### src/rtl/tgq_pkg.sv
package tgq_pkg;
    typedef enum logic {
        GUARD_ALERT = 1'b0,
        GUARD_DTMF  = 1'b1
    } guard_sel_e;
endpackage

### src/rtl/tgq_tick_gen.sv
module tgq_tick_gen #(
    parameter int DIV_W = 12
) (
    input  logic             clk,
    input  logic             rst_n,
    input  logic             en_i,
    input  logic [DIV_W-1:0] div_val_i,
    output logic             tick_o
);
    typedef struct packed {
        logic [DIV_W-1:0] cnt;
    } tick_st_t;

    tick_st_t st_d, st_q;

    always_comb begin
        st_d   = st_q;
        tick_o = 1'b0;
        if (!en_i) begin
            st_d.cnt = '0;
        end else if (st_q.cnt >= div_val_i) begin
            st_d.cnt = '0;
            tick_o   = 1'b1;
        end else begin
            st_d.cnt = st_q.cnt + 1'b1;
        end
    end

    always_ff @(posedge clk) begin
        if (!rst_n) st_q <= '0;
        else        st_q <= st_d;
    end
endmodule

### src/rtl/tgq_guard_timer.sv
module tgq_guard_timer #(
    parameter int GUARD_W = 8
) (
    input  logic               clk,
    input  logic               rst_n,
    input  logic               en_i,
    input  logic               tick_i,
    input  logic               raw_i,
    input  logic [GUARD_W-1:0] pres_lim_i,
    input  logic [GUARD_W-1:0] abs_lim_i,
    output logic               valid_o
);
    typedef struct packed {
        logic               raw;
        logic               run;
        logic               valid;
        logic [GUARD_W-1:0] cnt;
    } guard_st_t;

    guard_st_t          st_d, st_q;
    logic [GUARD_W-1:0] lim;

    always_comb begin
        st_d = st_q;
        lim  = st_q.raw ? pres_lim_i : abs_lim_i;
        if (!en_i) begin
            st_d = '0;
        end else if (raw_i != st_q.raw) begin
            // any edge of the raw level restarts the guard window
            st_d.raw = raw_i;
            st_d.cnt = '0;
            st_d.run = 1'b1;
        end else if (st_q.run) begin
            if (st_q.cnt >= lim) begin
                st_d.run   = 1'b0;
                st_d.valid = st_q.raw;
            end else if (tick_i) begin
                st_d.cnt = st_q.cnt + 1'b1;
            end
        end
    end

    always_ff @(posedge clk) begin
        if (!rst_n) st_q <= '0;
        else        st_q <= st_d;
    end

    assign valid_o = st_q.valid;
endmodule

### src/rtl/tgq_event_latch.sv
module tgq_event_latch #(
    parameter int CODE_W = 4
) (
    input  logic              clk,
    input  logic              rst_n,
    input  logic              valid_i,
    input  logic              flag_clr_i,
    input  logic              capture_en_i,
    input  logic [CODE_W-1:0] code_i,
    output logic              flag_o,
    output logic [CODE_W-1:0] code_o
);
    typedef struct packed {
        logic              vprev;
        logic              flag;
        logic [CODE_W-1:0] code;
    } evt_st_t;

    evt_st_t st_d, st_q;
    logic    rise;

    always_comb begin
        st_d       = st_q;
        rise       = valid_i & ~st_q.vprev;
        st_d.vprev = valid_i;
        // a new event outranks a simultaneous clear
        if (rise)            st_d.flag = 1'b1;
        else if (flag_clr_i) st_d.flag = 1'b0;
        if (rise && capture_en_i) st_d.code = code_i;
    end

    always_ff @(posedge clk) begin
        if (!rst_n) st_q <= '0;
        else        st_q <= st_d;
    end

    assign flag_o = st_q.flag;
    assign code_o = st_q.code;
endmodule

### src/rtl/tone_guard_qual.sv
module tone_guard_qual #(
    parameter int DIV_W   = 12,
    parameter int GUARD_W = 8,
    parameter int CODE_W  = 4
) (
    input  logic               clk,
    input  logic               rst_n,
    input  logic               enable_i,
    input  logic [DIV_W-1:0]   div_val_i,
    input  logic               mode_dtmf_i,
    input  logic [GUARD_W-1:0] pres_alert_i,
    input  logic [GUARD_W-1:0] abs_alert_i,
    input  logic [GUARD_W-1:0] pres_dtmf_i,
    input  logic [GUARD_W-1:0] abs_dtmf_i,
    input  logic               raw_det_i,
    input  logic [CODE_W-1:0]  code_i,
    input  logic               flag_clr_i,
    output logic               valid_o,
    output logic               flag_o,
    output logic [CODE_W-1:0]  code_o
);
    import tgq_pkg::*;

    guard_sel_e         sel;
    logic               tick;
    logic [GUARD_W-1:0] pres_lim, abs_lim;

    assign sel = guard_sel_e'(mode_dtmf_i);

    always_comb begin
        if (sel == GUARD_DTMF) begin
            pres_lim = pres_dtmf_i;
            abs_lim  = abs_dtmf_i;
        end else begin
            pres_lim = pres_alert_i;
            abs_lim  = abs_alert_i;
        end
    end

    tgq_tick_gen #(.DIV_W(DIV_W)) u_tick (
        .clk       (clk),
        .rst_n     (rst_n),
        .en_i      (enable_i),
        .div_val_i (div_val_i),
        .tick_o    (tick)
    );

    tgq_guard_timer #(.GUARD_W(GUARD_W)) u_guard (
        .clk        (clk),
        .rst_n      (rst_n),
        .en_i       (enable_i),
        .tick_i     (tick),
        .raw_i      (raw_det_i),
        .pres_lim_i (pres_lim),
        .abs_lim_i  (abs_lim),
        .valid_o    (valid_o)
    );

    tgq_event_latch #(.CODE_W(CODE_W)) u_evt (
        .clk          (clk),
        .rst_n        (rst_n),
        .valid_i      (valid_o),
        .flag_clr_i   (flag_clr_i),
        .capture_en_i (sel == GUARD_DTMF),
        .code_i       (code_i),
        .flag_o       (flag_o),
        .code_o       (code_o)
    );
endmodule

### config.mk
export PLATFORM = sky130hd
export DESIGN_NAME = tone_guard_qual
export DESIGN_NICKNAME = d
export VERILOG_FILES = /design/src/rtl/tgq_pkg.sv /design/src/rtl/tgq_tick_gen.sv /design/src/rtl/tgq_guard_timer.sv /design/src/rtl/tgq_event_latch.sv /design/src/rtl/tone_guard_qual.sv
export SDC_FILE = /design/constraint.sdc
export NUM_CORES = 1
export LEC_CHECK = 0
export ABC_CLOCK_PERIOD_IN_PS = 4660
export BUFFER_PORTS_ARGS = -buffer_cell sky130_fd_sc_hd__buf_4
export CAP_MARGIN = 10
export CORE_UTILIZATION = 50
export CTS_CLUSTER_DIAMETER = 80
export DETAILED_ROUTE_END_ITERATION = 16
export GPL_TIMING_DRIVEN = 0
export PLACE_DENSITY = 0.77
export SLEW_MARGIN = 5
export SYNTH_ARGS = -nofsm -noshare
export SYNTH_HDL_FRONTEND = slang
export SYNTH_SLANG_ARGS = --single-unit
### constraint.sdc
create_clock -name clk -period 4.66 [get_ports clk]
set_input_delay 1.398 -clock clk [delete_from_list [all_inputs] [get_ports clk]]
set_output_delay 1.398 -clock clk [all_outputs]
set_load 0.01 [all_outputs]
==> results of run 1 <==
[registers in the layout, summed over array words and instances (netlist names)]
name             count
u_guard.st_q        10
u_evt.st_q           1
u_tick.st_q         12
u_guard.valid_o      1
u_evt.code_o         4
u_evt.flag_o         1
[power by group through the flow]
stage | Sequential [mW] | Clock (mW) | Combinational (mW)
finish | 0.252 | 0.229 | 0.0954
floorplan | 0.257 | 0 | 0.0543
global route | 0.252 | 0.248 | 0.105
CTS | 0.252 | 0.234 | 0.0965
detailed placement | 0.258 | 0 | 0.0962
global placement | 0.258 | 0 | 0.0937
[cell families (layout without fill, tap and decap cells)]
logic type,count (synthesis),after routing,share of synthesized area
flops,29,29,0.276
fa+ha+maj,22,22,0.131
mux,13,13,0.109
buf+inv,36,101,0.0790
simple gates,71,71,0.236
compound gates,34,34,0.128
xor+xnor,10,10,0.0416
[metrics by stage]
step           utilization  worst slack [ps]  hold slack (ps)  power, mW
6_report             0.670               573              501      0.577
5_1_grt              0.670               384              526      0.605
4_1_cts              0.670               541              502      0.583
3_5_place_dp         0.645               252              490      0.354
3_3_place_gp         0.645               271              485      0.351
2_1_floorplan            -               535              456      0.311
[worst register-to-register path, stage by stage (launching register included)]
cell	delay, ps
dfxtp_1	340
clkbuf_1	430
mux4_2	410
ha_1	280
nand2b_4	150
a2111oi_4	330
nor3_1	130
nand3b_4	200
buf_2	220
nor4_2	290
mux2i_1	200
[placed cells by master, fill, tap and decap left out, types with 2 or more instances in the layout]
cell type   n
xnor2_1     3
clkbuf_1    3
mux4_2      8
a21o_1      3
o21ai_0     3
nand2b_4    2
a2111oi_4   2
dfxtp_1    29
buf_6       2
nor2_2      2
nand2_1    12
and3_1      5
a21oi_1    11
o311ai_1    2
buf_4      61
ha_1       22
nor2_4      8
clkbuf_8    7
xor2_1      7
nor2b_1     6
nor2_1      5
o31ai_1     5
and2_1      2
inv_1      26
or4_1       6
mux2i_1     5
nand3_1    11
nand4_1     4
[worst paths after layout]
path | startpoint | endpoint | slack, ps | cells after the start
worst min-delay path | u_guard.st_q[7] | u_guard.st_q[7] | 500 | 2
worst max-delay path | mode_dtmf_i | u_guard.st_q[4] | 570 | 10
worst min register to register | u_guard.st_q[7] | u_guard.st_q[7] | 500 | 2
worst max register to register | u_guard.st_q[10] | u_guard.st_q[4] | 1610 | 10
[routing by layer]
layer  track usage  vias to the layer above  routed length, um
met5             0                        -                  0
met4         0.106                        0                100
met3        0.0599                        7                280
met2         0.343                       61               1970
met1         0.276                      826               1890
li1              -                      899                  -
[cell usage after synthesis (all sizes together), types with 2 or more instances]
| cell | count | area (um^2) |
|---|---|---|
| nand3 | 12 | 72.6 |
| nand3b | 2 | 27.5 |
| and3 | 5 | 31.3 |
| and2 | 2 | 12.5 |
| nor4 | 2 | 33.8 |
| o31ai | 5 | 37.5 |
| mux4 | 8 | 180 |
| nand2b | 3 | 33.8 |
| a2111oi | 3 | 70.1 |
| buf | 7 | 57.6 |
| nand2 | 12 | 45.0 |
| ha | 22 | 275 |
| nor2b | 6 | 37.5 |
| a21oi | 11 | 55.1 |
| or4 | 6 | 45.0 |
| inv | 26 | 97.6 |
| nor2 | 15 | 121 |
| a21o | 3 | 22.5 |
| mux2i | 5 | 50.1 |
| dfxtp | 29 | 581 |
| o21ai | 4 | 20.0 |
| xor2 | 7 | 61.3 |
| o311ai | 2 | 17.5 |
| xnor2 | 3 | 26.3 |
| nand4 | 4 | 25.0 |
| clkbuf | 3 | 11.3 |
[area by class of cell]
cell class | count | area share
plain buffers | 10 | 0.0255
multi-input cells | 150 | 0.504
flip-flops and latches | 29 | 0.215
clock buffers | 7 | 0.0357
repair buffers | 57 | 0.159
inverters | 26 | 0.0362
well taps | 50 | 0.0232
clock inverters | 1 | 0.00185
==> results.yml, run 1 <==
global_routing:
  grt_antenna_before_repair: 0
  grt_usage: 0.220
  grt_overflow: 0
  grt_pass1_wl_um: 7220
  grt_max_degree: 11
  grt_pass1_vias: 1646
route:
  drt_iter0_drc: 103
  ant_nets: 0
  wire_per_inst_um: 12.9
  firstDrtPassIters: 4
  drcViolationCount: 0
  via_count: 1793
  vias_per_cell: 5.43
  routed_wl_um: 4240
timing:
  drv_slew: 0
  timing.final.crit_share: 0.877
  rsz0062_at_grt: "no"
  setup_viol: 0
  hold_violations: 0
  maxSlewHeadroom: 0.563
  min_period_ps: 4090
  worst_pin_slew_ps: 655
  skew_ps: 2.44
  fin_tns_setup_ps: 0
  max_freq_ghz: 0.245
setup_path:
  timing.critical_path.buf_inv: 2
  crit_required_ps: 4870
  worst-path-max-fanout: 10
  cp_top_family: "multiplexers"
  critPathLaunchType: "input pin"
  cp_cell_sequence: "clkbuf_1, mux4_2, ha_1, nand2b_4, a2111oi_4, nor3_1, nand3b_4, buf_2, nor4_2, mux2i_1"
  max_stage_delay_ps: 610
  critical_path.slowest_cell: "mux4_2"
  path_class: "input pin to flop"
  arrival_ps: 4300
  cp-end-kind: "flop"
layout:
  nets: 355
  seq_area_um2: 581
  nFillCells: 346
  num_antenna_cells: 0
  fin_cells: 330
  finalInstanceArea_um2: 2700
  multi_input_area_um2: 1360
  drive_gt1_frac: 0.354
  area_growth_pct: 28.1
cts:
  postCtsHoldBufs: 0
  cts_buffers: 5
  clkSinkCount: 29
  root_buffer: "clkbuf_8"
  cts_buffer_depth: 2
  ctsResizeCount: 0
  htree_levels: 2
  cts.clk_slew.worst_paths_ps: 60
  clock_latency_ps: 280
  cts_tree: "done"
  postCtsSetupRepairBufs: 0
yosys:
  syn_inst: 215
  ys.flop_type: "dfxtp_1"
  syn_area_um2: 2110
  synth.avg_cell_area_um2: 9.80
  seq_area_frac_synth: 0.276
  synth_cell_types: 44
  synth-edff-count: 0
  ys_ff_latch: 29
  yosys_warnings: 0
  async_flop_share: 0
  syn_nets: 291
power:
  clkPwrFrac: 0.397
  peakVddDrop_mv: 0.149
  seq_power_share: 0.437
  intPower_uw: 441
  p_switching_uw: 136
  combPwrFrac: 0.165
  netSwitchingFraction: 0.235
  powerDensity_nw_per_um2: 214
  leakage_nw: 1.23
floorplan:
  core_um2: 4030
  core.rowCount: 23
  start_util: 0.523
  die_area_um2: 4480
  ios: 60
  die_h_um: 66.9
  dieWidth_um: 66.9
place:
  portBuffers: 57
  place_congestion: 0.811
  hpwlAfterDp_um: 3470
  dp_cells: 322
  placed_area_um2: 2600
job:
  cap_violations: 0
hold_path:
  worst_hold_path_type: "flop to flop"
status:
  status: "completed"
Power figures use the tool's default switching activity.
==> run 2: changes to the inputs <==
--- a/config.mk
+++ b/config.mk
@@ -5,15 +5,15 @@
 export SDC_FILE = /design/constraint.sdc
 export NUM_CORES = 1
 export LEC_CHECK = 0
-export ABC_CLOCK_PERIOD_IN_PS = 4660
 export BUFFER_PORTS_ARGS = -buffer_cell sky130_fd_sc_hd__buf_4
 export CAP_MARGIN = 10
 export CORE_UTILIZATION = 50
-export CTS_CLUSTER_DIAMETER = 80
+export CTS_CLUSTER_DIAMETER = 30
 export DETAILED_ROUTE_END_ITERATION = 16
 export GPL_TIMING_DRIVEN = 0
 export PLACE_DENSITY = 0.77
 export SLEW_MARGIN = 5
 export SYNTH_ARGS = -nofsm -noshare
 export SYNTH_HDL_FRONTEND = slang
+export SYNTH_HIERARCHICAL = 1
 export SYNTH_SLANG_ARGS = --single-unit
==> run 2 against run 1 <==
Compared with the run above: non-clock buffer count is 5 higher; synthesized cell count rose by 7.4%; clock power decreased by 13%; routed wire length rose by 0.38%; clock-buffer cell count is 1 lower; synthesized area increased by 3.8%; critical path type unchanged; largest cell class unchanged; largest power group unchanged; highest routed layer unchanged.
==> results.yml, run 2 <==
status:
  status: "completed"
timing:
  setup_viol: 0
  worst_pin_slew_ps: 621
  drv_slew: 0
  timing.final.crit_share: 0.802
  whs_ps: 459
  maxSlewHeadroom: 0.586
  worst_slack_ps: 923
  min_period_ps: 3740
  rsz0062_at_grt: "no"
  fin_tns_setup_ps: 0
  hold_violations: 0
  skew_ps: 4.86
  max_freq_ghz: 0.268
cts:
  cts_tree: "done"
  ctsResizeCount: 0
  cts.clk_slew.worst_paths_ps: 60
  root_buffer: "clkbuf_8"
  postCtsSetupRepairBufs: 0
  postCtsHoldBufs: 0
  cts_buffer_depth: 2
  clkSinkCount: 29
  clock_latency_ps: 280
  htree_levels: 2
  cts_buffers: 5
layout:
  nFillCells: 359
  mostFrequentLayoutCells: "64 x buf_4, 29 x dfxtp_1, 24 x nand2_1"
  seq_area_um2: 581
  multi_input_area_um2: 1430
  nets: 373
  area_growth_pct: 26.9
  final_common_cell: "buf_4"
  num_antenna_cells: 0
  largest-register: "u_tick/st_q"
  drive_gt1_frac: 0.372
  largest_register_ff_count: 12
route:
  drcViolationCount: 0
  via_count: 1810
  routed_wl_um: 4260
  ant_nets: 0
  firstDrtPassIters: 4
  drt_iter0_drc: 50
  vias_per_cell: 5.20
  wire_per_inst_um: 12.2
setup_path:
  cp_cell_sequence: "buf_4, buf_6, buf_12, mux2_4, mux2_2, ha_1, nand2b_4, a2111o_1, a31oi_2, buf_6, nand4_1, mux2i_1"
  arrival_ps: 3910
  reg2reg_slack_ps: 1740
  timing.critical_path.buf_inv: 4
  worst-path-max-fanout: 10
  cp.depth: 12
  rr_startpoint: "u_guard/st_q[10]"
  path_class: "input pin to flop"
  critPathLaunch: "mode_dtmf_i"
  cp_top_family: "compound AO/OA/AOI/OAI gates"
  critical_path.slowest_cell: "a2111o_1"
  r2r_cells: 9
  crit_required_ps: 4830
  cp_common_cell: "buf_6"
  cp-end-kind: "flop"
  critPathLaunchType: "input pin"
  max_stage_delay_ps: 450
yosys:
  synth_cell_types: 46
  async_flop_share: 0
  synth.avg_cell_area_um2: 9.47
  synth-edff-count: 0
  synth_top_area_frac: 0.265
  synthTopCellsByCount: "29 x dfxtp_1, 24 x nand2_1, 22 x ha_1"
  syn_nets: 307
  syn_area_um2: 2190
  yosys-top-cells-area: "dfxtp_1 27%, ha_1 13%, mux2_4 6.9%"
  ys.flop_type: "dfxtp_1"
  ys_ff_latch: 29
  yosysTopAreaCell: "dfxtp_1"
  yosys_warnings: 6
  seq_area_frac_synth: 0.265
  synth.most_common_cell: "dfxtp_1"
  syn_inst: 231
global_routing:
  grt_pass1_vias: 1649
  grt_usage: 0.197
  grt_pass1_wl_um: 6880
  grt_overflow: 0
  grt_antenna_before_repair: 0
  grt_max_degree: 11
job:
  cap_violations: 0
place:
  portBuffers: 59
  place_congestion: 0.761
  hpwlAfterDp_um: 3470
  dp_worst_setup_slack_ps: 646
floorplan:
  core.rowCount: 23
  core_um2: 4090
  dieWidth_um: 68.1
  start_util: 0.535
  die_h_um: 68.1
  die_area_um2: 4640
  ios: 60
power:
  powerDensity_nw_per_um2: 199
  peakVddDrop_mv: 0.183
  leakage_nw: 1.34
hold_path:
  worst_hold_path_type: "flop to flop"
  min_path_cells: 2
  min_from: "u_evt/code_o[1]"
## run 2: cell types whose count changed in the layout (fill, tap and decap cells not counted), sizes merged, moves of 6 or more
cell   previous run  this run
nor3              1        13
or4               6         0
inv              26        15
buf              64        71
nor2             15         8
mux2              0        17
mux2i             5        15
nand3            12         6
nor2b             6         0
nand2            12        24
mux4              8         0
## run 2: layout make-up
cell class / instances / area share
Inverter: 15 / 0.0203
Clock buffer: 6 / 0.0261
Sequential cell: 29 / 0.209
Buffer: 13 / 0.0442
Timing Repair Buffer: 59 / 0.160
Multi-Input combinational cell: 174 / 0.514
Tap cell: 50 / 0.0225
Clock inverter: 2 / 0.00361
## run 2: layer usage
metal	global-route usage	wire, um
met2	0.341	2050
met1	0.235	1970
met4	0.0599	17
met5	0	0
met3	0.0533	218
## run 2: worst reg2reg max path, delay by kind of cell (launching register included)
kind / cells / cell delay [ps]
fa+ha+maj: 1 / 270
flops: 1 / 340
buf+inv: 2 / 670
mux: 2 / 560
simple gates: 2 / 260
compound gates: 2 / 710
## run 2: final timing paths
path,to
hold / removal,u_evt/code_o[1]
setup / recovery,u_guard/st_q[7]
setup reg to reg,u_guard/st_q[7]
hold reg to reg,u_evt/code_o[1]
## run 2: metrics by stage
stage | instances | cell area [um^2] | power [mW] | util
2_1_floorplan | 231 | 2190 | 0.313 | -
3_5_place_dp | 340 | 2690 | 0.358 | 0.659
5_1_grt | 348 | 2780 | 0.580 | 0.679
4_1_cts | 348 | 2780 | 0.559 | 0.679
6_report | 348 | 2780 | 0.552 | 0.679
3_3_place_gp | 340 | 2690 | 0.355 | 0.659
## run 2: kinds of logic (layout without fill, tap and decap cells)
kind of cell               Yosys count  in the layout  share of synthesized area
and+or+nand+nor                     80             80                      0.215
muxes                               32             32                      0.173
AOI/OAI and AO/OA                   29             29                     0.0944
DFF                                 29             29                      0.265
buffers and inverters               28             95                     0.0818
adders and majority gates           22             22                      0.126
xor gates and xnor gates            11             11                     0.0440
## run 2: where the power goes
part	switching [mW]	internal [mW]	leakage, nW	total [mW]
Combinational	0.0373	0.0633	1.06	0.101
Sequential	0.00183	0.250	0.234	0.251
Clock	0.0967	0.103	0.0450	0.200
Total	0.136	0.416	1.34	0.552
==> run 3: changes to the inputs <==
--- a/config.mk
+++ b/config.mk
@@ -5,13 +5,14 @@
 export SDC_FILE = /design/constraint.sdc
 export NUM_CORES = 1
 export LEC_CHECK = 0
+export ABC_AREA = 1
 export BUFFER_PORTS_ARGS = -buffer_cell sky130_fd_sc_hd__buf_4
 export CAP_MARGIN = 10
-export CORE_UTILIZATION = 50
+export CORE_UTILIZATION = 48
 export CTS_CLUSTER_DIAMETER = 30
 export DETAILED_ROUTE_END_ITERATION = 16
 export GPL_TIMING_DRIVEN = 0
-export PLACE_DENSITY = 0.77
+export PLACE_DENSITY = 0.76
 export SLEW_MARGIN = 5
 export SYNTH_ARGS = -nofsm -noshare
 export SYNTH_HDL_FRONTEND = slang
==> constraint.sdc (replaced) <==
create_clock -name clk -period 3.15 [get_ports clk]
set_input_delay 0.945 -clock clk [delete_from_list [all_inputs] [get_ports clk]]
set_output_delay 0.945 -clock clk [all_outputs]
set_load 0.01 [all_outputs]
==> run 3 against run 2 <==
Compared with the run above: worst hold slack got worse by 13 ps; non-clock buffer count fell by 3; largest cell class unchanged; combinational power rose by 49%; critical endpoint is now u_guard/st_q[4]; worst setup slack got worse by 560 ps; via count rose by 18%; final cell count rose by 39%.
==> results.yml, run 3 <==
floorplan:
  ios: 60
  core.rowCount: 25
  start_util: 0.499
  core_um2: 4720
  die_h_um: 72.1
  dieWidth_um: 72.1
  die_area_um2: 5200
layout:
  mostFrequentLayoutCells: "118 x nand2_1, 63 x buf_4, 57 x inv_1"
  area_growth_pct: 26.0
  drive_gt1_frac: 0.245
  seq_area_um2: 581
  largest-register: "u_tick/st_q"
  largest_register_ff_count: 12
  multi_input_area_um2: 1450
  num_antenna_cells: 0
  final_common_cell: "nand2_1"
  nets: 493
  nFillCells: 449
setup_path:
  crit_required_ps: 3320
  cp_cell_sequence: "buf_4, inv_1, ha_1, nand2_1, nor2_1, nand2_1, nor2_1, nor2_2, a21boi_0, inv_1, nor2_1, nand4_1, nor2_1, nor2_1"
  worst-path-max-fanout: 4
  timing.critical_path.buf_inv: 3
  critPathLaunchType: "input pin"
  cp_top_family: "simple AND/OR/NAND/NOR gates"
  cp_common_cell: "nor2_1"
  max_stage_delay_ps: 540
  arrival_ps: 2960
  critical_path.slowest_cell: "a21boi_0"
  path_class: "input pin to flop"
  cp-end-kind: "flop"
cts:
  cts_buffer_depth: 2
  cts_buffers: 5
  postCtsSetupRepairBufs: 0
  clock_latency_ps: 280
  htree_levels: 2
  ctsResizeCount: 0
  postCtsHoldBufs: 0
  clkSinkCount: 29
  cts_tree: "done"
  root_buffer: "clkbuf_8"
  cts.clk_slew.worst_paths_ps: 60
status:
  status: "completed"
global_routing:
  grt_overflow: 0
  grt_usage: 0.181
  grt_max_degree: 11
  grt_pass1_wl_um: 7590
  grt_pass1_vias: 1844
  grt_antenna_before_repair: 0
route:
  via_count: 2140
  drt_iter0_drc: 60
  drcViolationCount: 0
  vias_per_cell: 4.42
  wire_per_inst_um: 9.00
  firstDrtPassIters: 5
  ant_nets: 0
  routed_wl_um: 4360
yosys:
  syn_area_um2: 2360
  synth_xor_area_frac: 0.0563
  muxShareOfSynthArea: 0.0345
  async_flop_share: 0
  synth_cell_types: 28
  synthTopCellsByCount: "118 x nand2_1, 57 x inv_1, 43 x nor2_1"
  yosysTopAreaCell: "dfxtp_1"
  synth.avg_cell_area_um2: 6.72
  synth.most_common_cell: "nand2_1"
  syn_nets: 427
  syn_inst: 351
  synth_top_family_by_area: "simple AND/OR/NAND/NOR gates"
  yosys_warnings: 6
  yosys-top-cells-area: "dfxtp_1 25%, nand2_1 19%, ha_1 12%"
  synth_fa_ha_area_frac: 0.117
  synth_top_area_frac: 0.246
  seq_area_frac_synth: 0.246
  synth-compound-area-share: 0.0287
  synth-edff-count: 0
  ys_ff_latch: 29
  ys.flop_type: "dfxtp_1"
  synthSimpleGateAreaFrac: 0.378
power:
  powerDensity_nw_per_um2: 280
  p_switching_uw: 208
  seq_power_share: 0.447
  combPwrFrac: 0.181
  peakVddDrop_mv: 0.169
  intPower_uw: 625
  clkPwrFrac: 0.373
  leakage_nw: 1.60
  power_uw: 833
  netSwitchingFraction: 0.249
timing:
  skew_ps: 7.84
  min_period_ps: 2790
  worst_pin_slew_ps: 669
  maxSlewHeadroom: 0.550
  max_freq_ghz: 0.359
  rsz0062_at_grt: "no"
  fin_tns_setup_ps: 0
  timing.final.crit_share: 0.885
  hold_violations: 0
  setup_viol: 0
  drv_slew: 0
hold_path:
  worst_hold_path_type: "flop to flop"
place:
  place_congestion: 0.797
  portBuffers: 59
  hpwlAfterDp_um: 3510
job:
  cap_violations: 0
[run 3: cell types whose count changed after synthesis, moves of 6 or more]
cell	change
nand2_2	+9
inv_1	+42
nand2_1	+94
mux2_4	-10
and3_1	-7
nor2_1	+35
mux2_2	-6
mux2i_1	-8
nor3_2	-9
nand3_1	+6
[run 3: cells by family (layout without fill, tap and decap cells)]
group / after synthesis / after routing
AO/OA/AOI/OAI: 11 / 11
XOR/XNOR: 13 / 13
adder cells (fa/ha/maj): 22 / 22
buffers and inverters: 68 / 134
flip-flops: 29 / 29
multiplexers: 8 / 8
AND/OR/NAND/NOR: 200 / 200
[run 3: metrics by stage]
step	hold WS [ps]	instance area [um^2]	instances	util	setup slack (ps)
floorplan	417	2360	351	-	489
global placement	431	2880	477	0.611	121
detailed placement	437	2880	477	0.611	66.9
CTS	449	2970	484	0.629	353
global route	460	2970	484	0.629	65.8
finish	446	2970	484	0.629	361
[run 3: final timing paths]
check	startpoint	to	slack (ps)	cells past startpoint
worst max-delay path	div_val_i[11]	u_guard/st_q[4]	360	14
worst min-delay path	u_tick/st_q[0]	u_tick/st_q[0]	450	1
worst max register to register	u_tick/st_q[11]	u_guard/st_q[4]	800	12
worst min register to register	u_tick/st_q[0]	u_tick/st_q[0]	450	1
[run 3: power by group through the flow]
stage | Clock [mW] | Combinational, mW | Sequential (mW)
2_1_floorplan | 0 | 0.0840 | 0.379
3_3_place_gp | 0 | 0.149 | 0.380
3_5_place_dp | 0 | 0.152 | 0.380
4_1_cts | 0.321 | 0.153 | 0.372
5_1_grt | 0.336 | 0.171 | 0.372
6_report | 0.311 | 0.150 | 0.372
[run 3: cell type report]
cell class,count,share of cell area
multi-input combinational,254,0.487
inverter,58,0.0750
sequential,29,0.195
buffer,10,0.0358
timing repair buffer,59,0.149
clock buffer,7,0.0291
tap,67,0.0282
[run 3: worst reg2reg max path: stages (launching register included)]
cell,delay [ps]
dfxtp_1,330
ha_1,290
nand2_1,80
nor2_1,160
nand2_1,100
nor2_1,170
nor2_2,80
a21boi_0,540
inv_1,90
nor2_1,130
nand4_1,130
nor2_1,110
nor2_1,50
[run 3: layer usage]
metal / global-route usage / vias up / share of wire / wire length (um)
met3: 0.0375 / 5 / 0.038 / 165
met4: 0.0458 / 0 / 0.0062 / 27
met5: 0 / - / 0 / 0
met2: 0.305 / 38 / 0.48 / 2090
met1: 0.234 / 908 / 0.48 / 2080
li1: - / 1189 / - / -
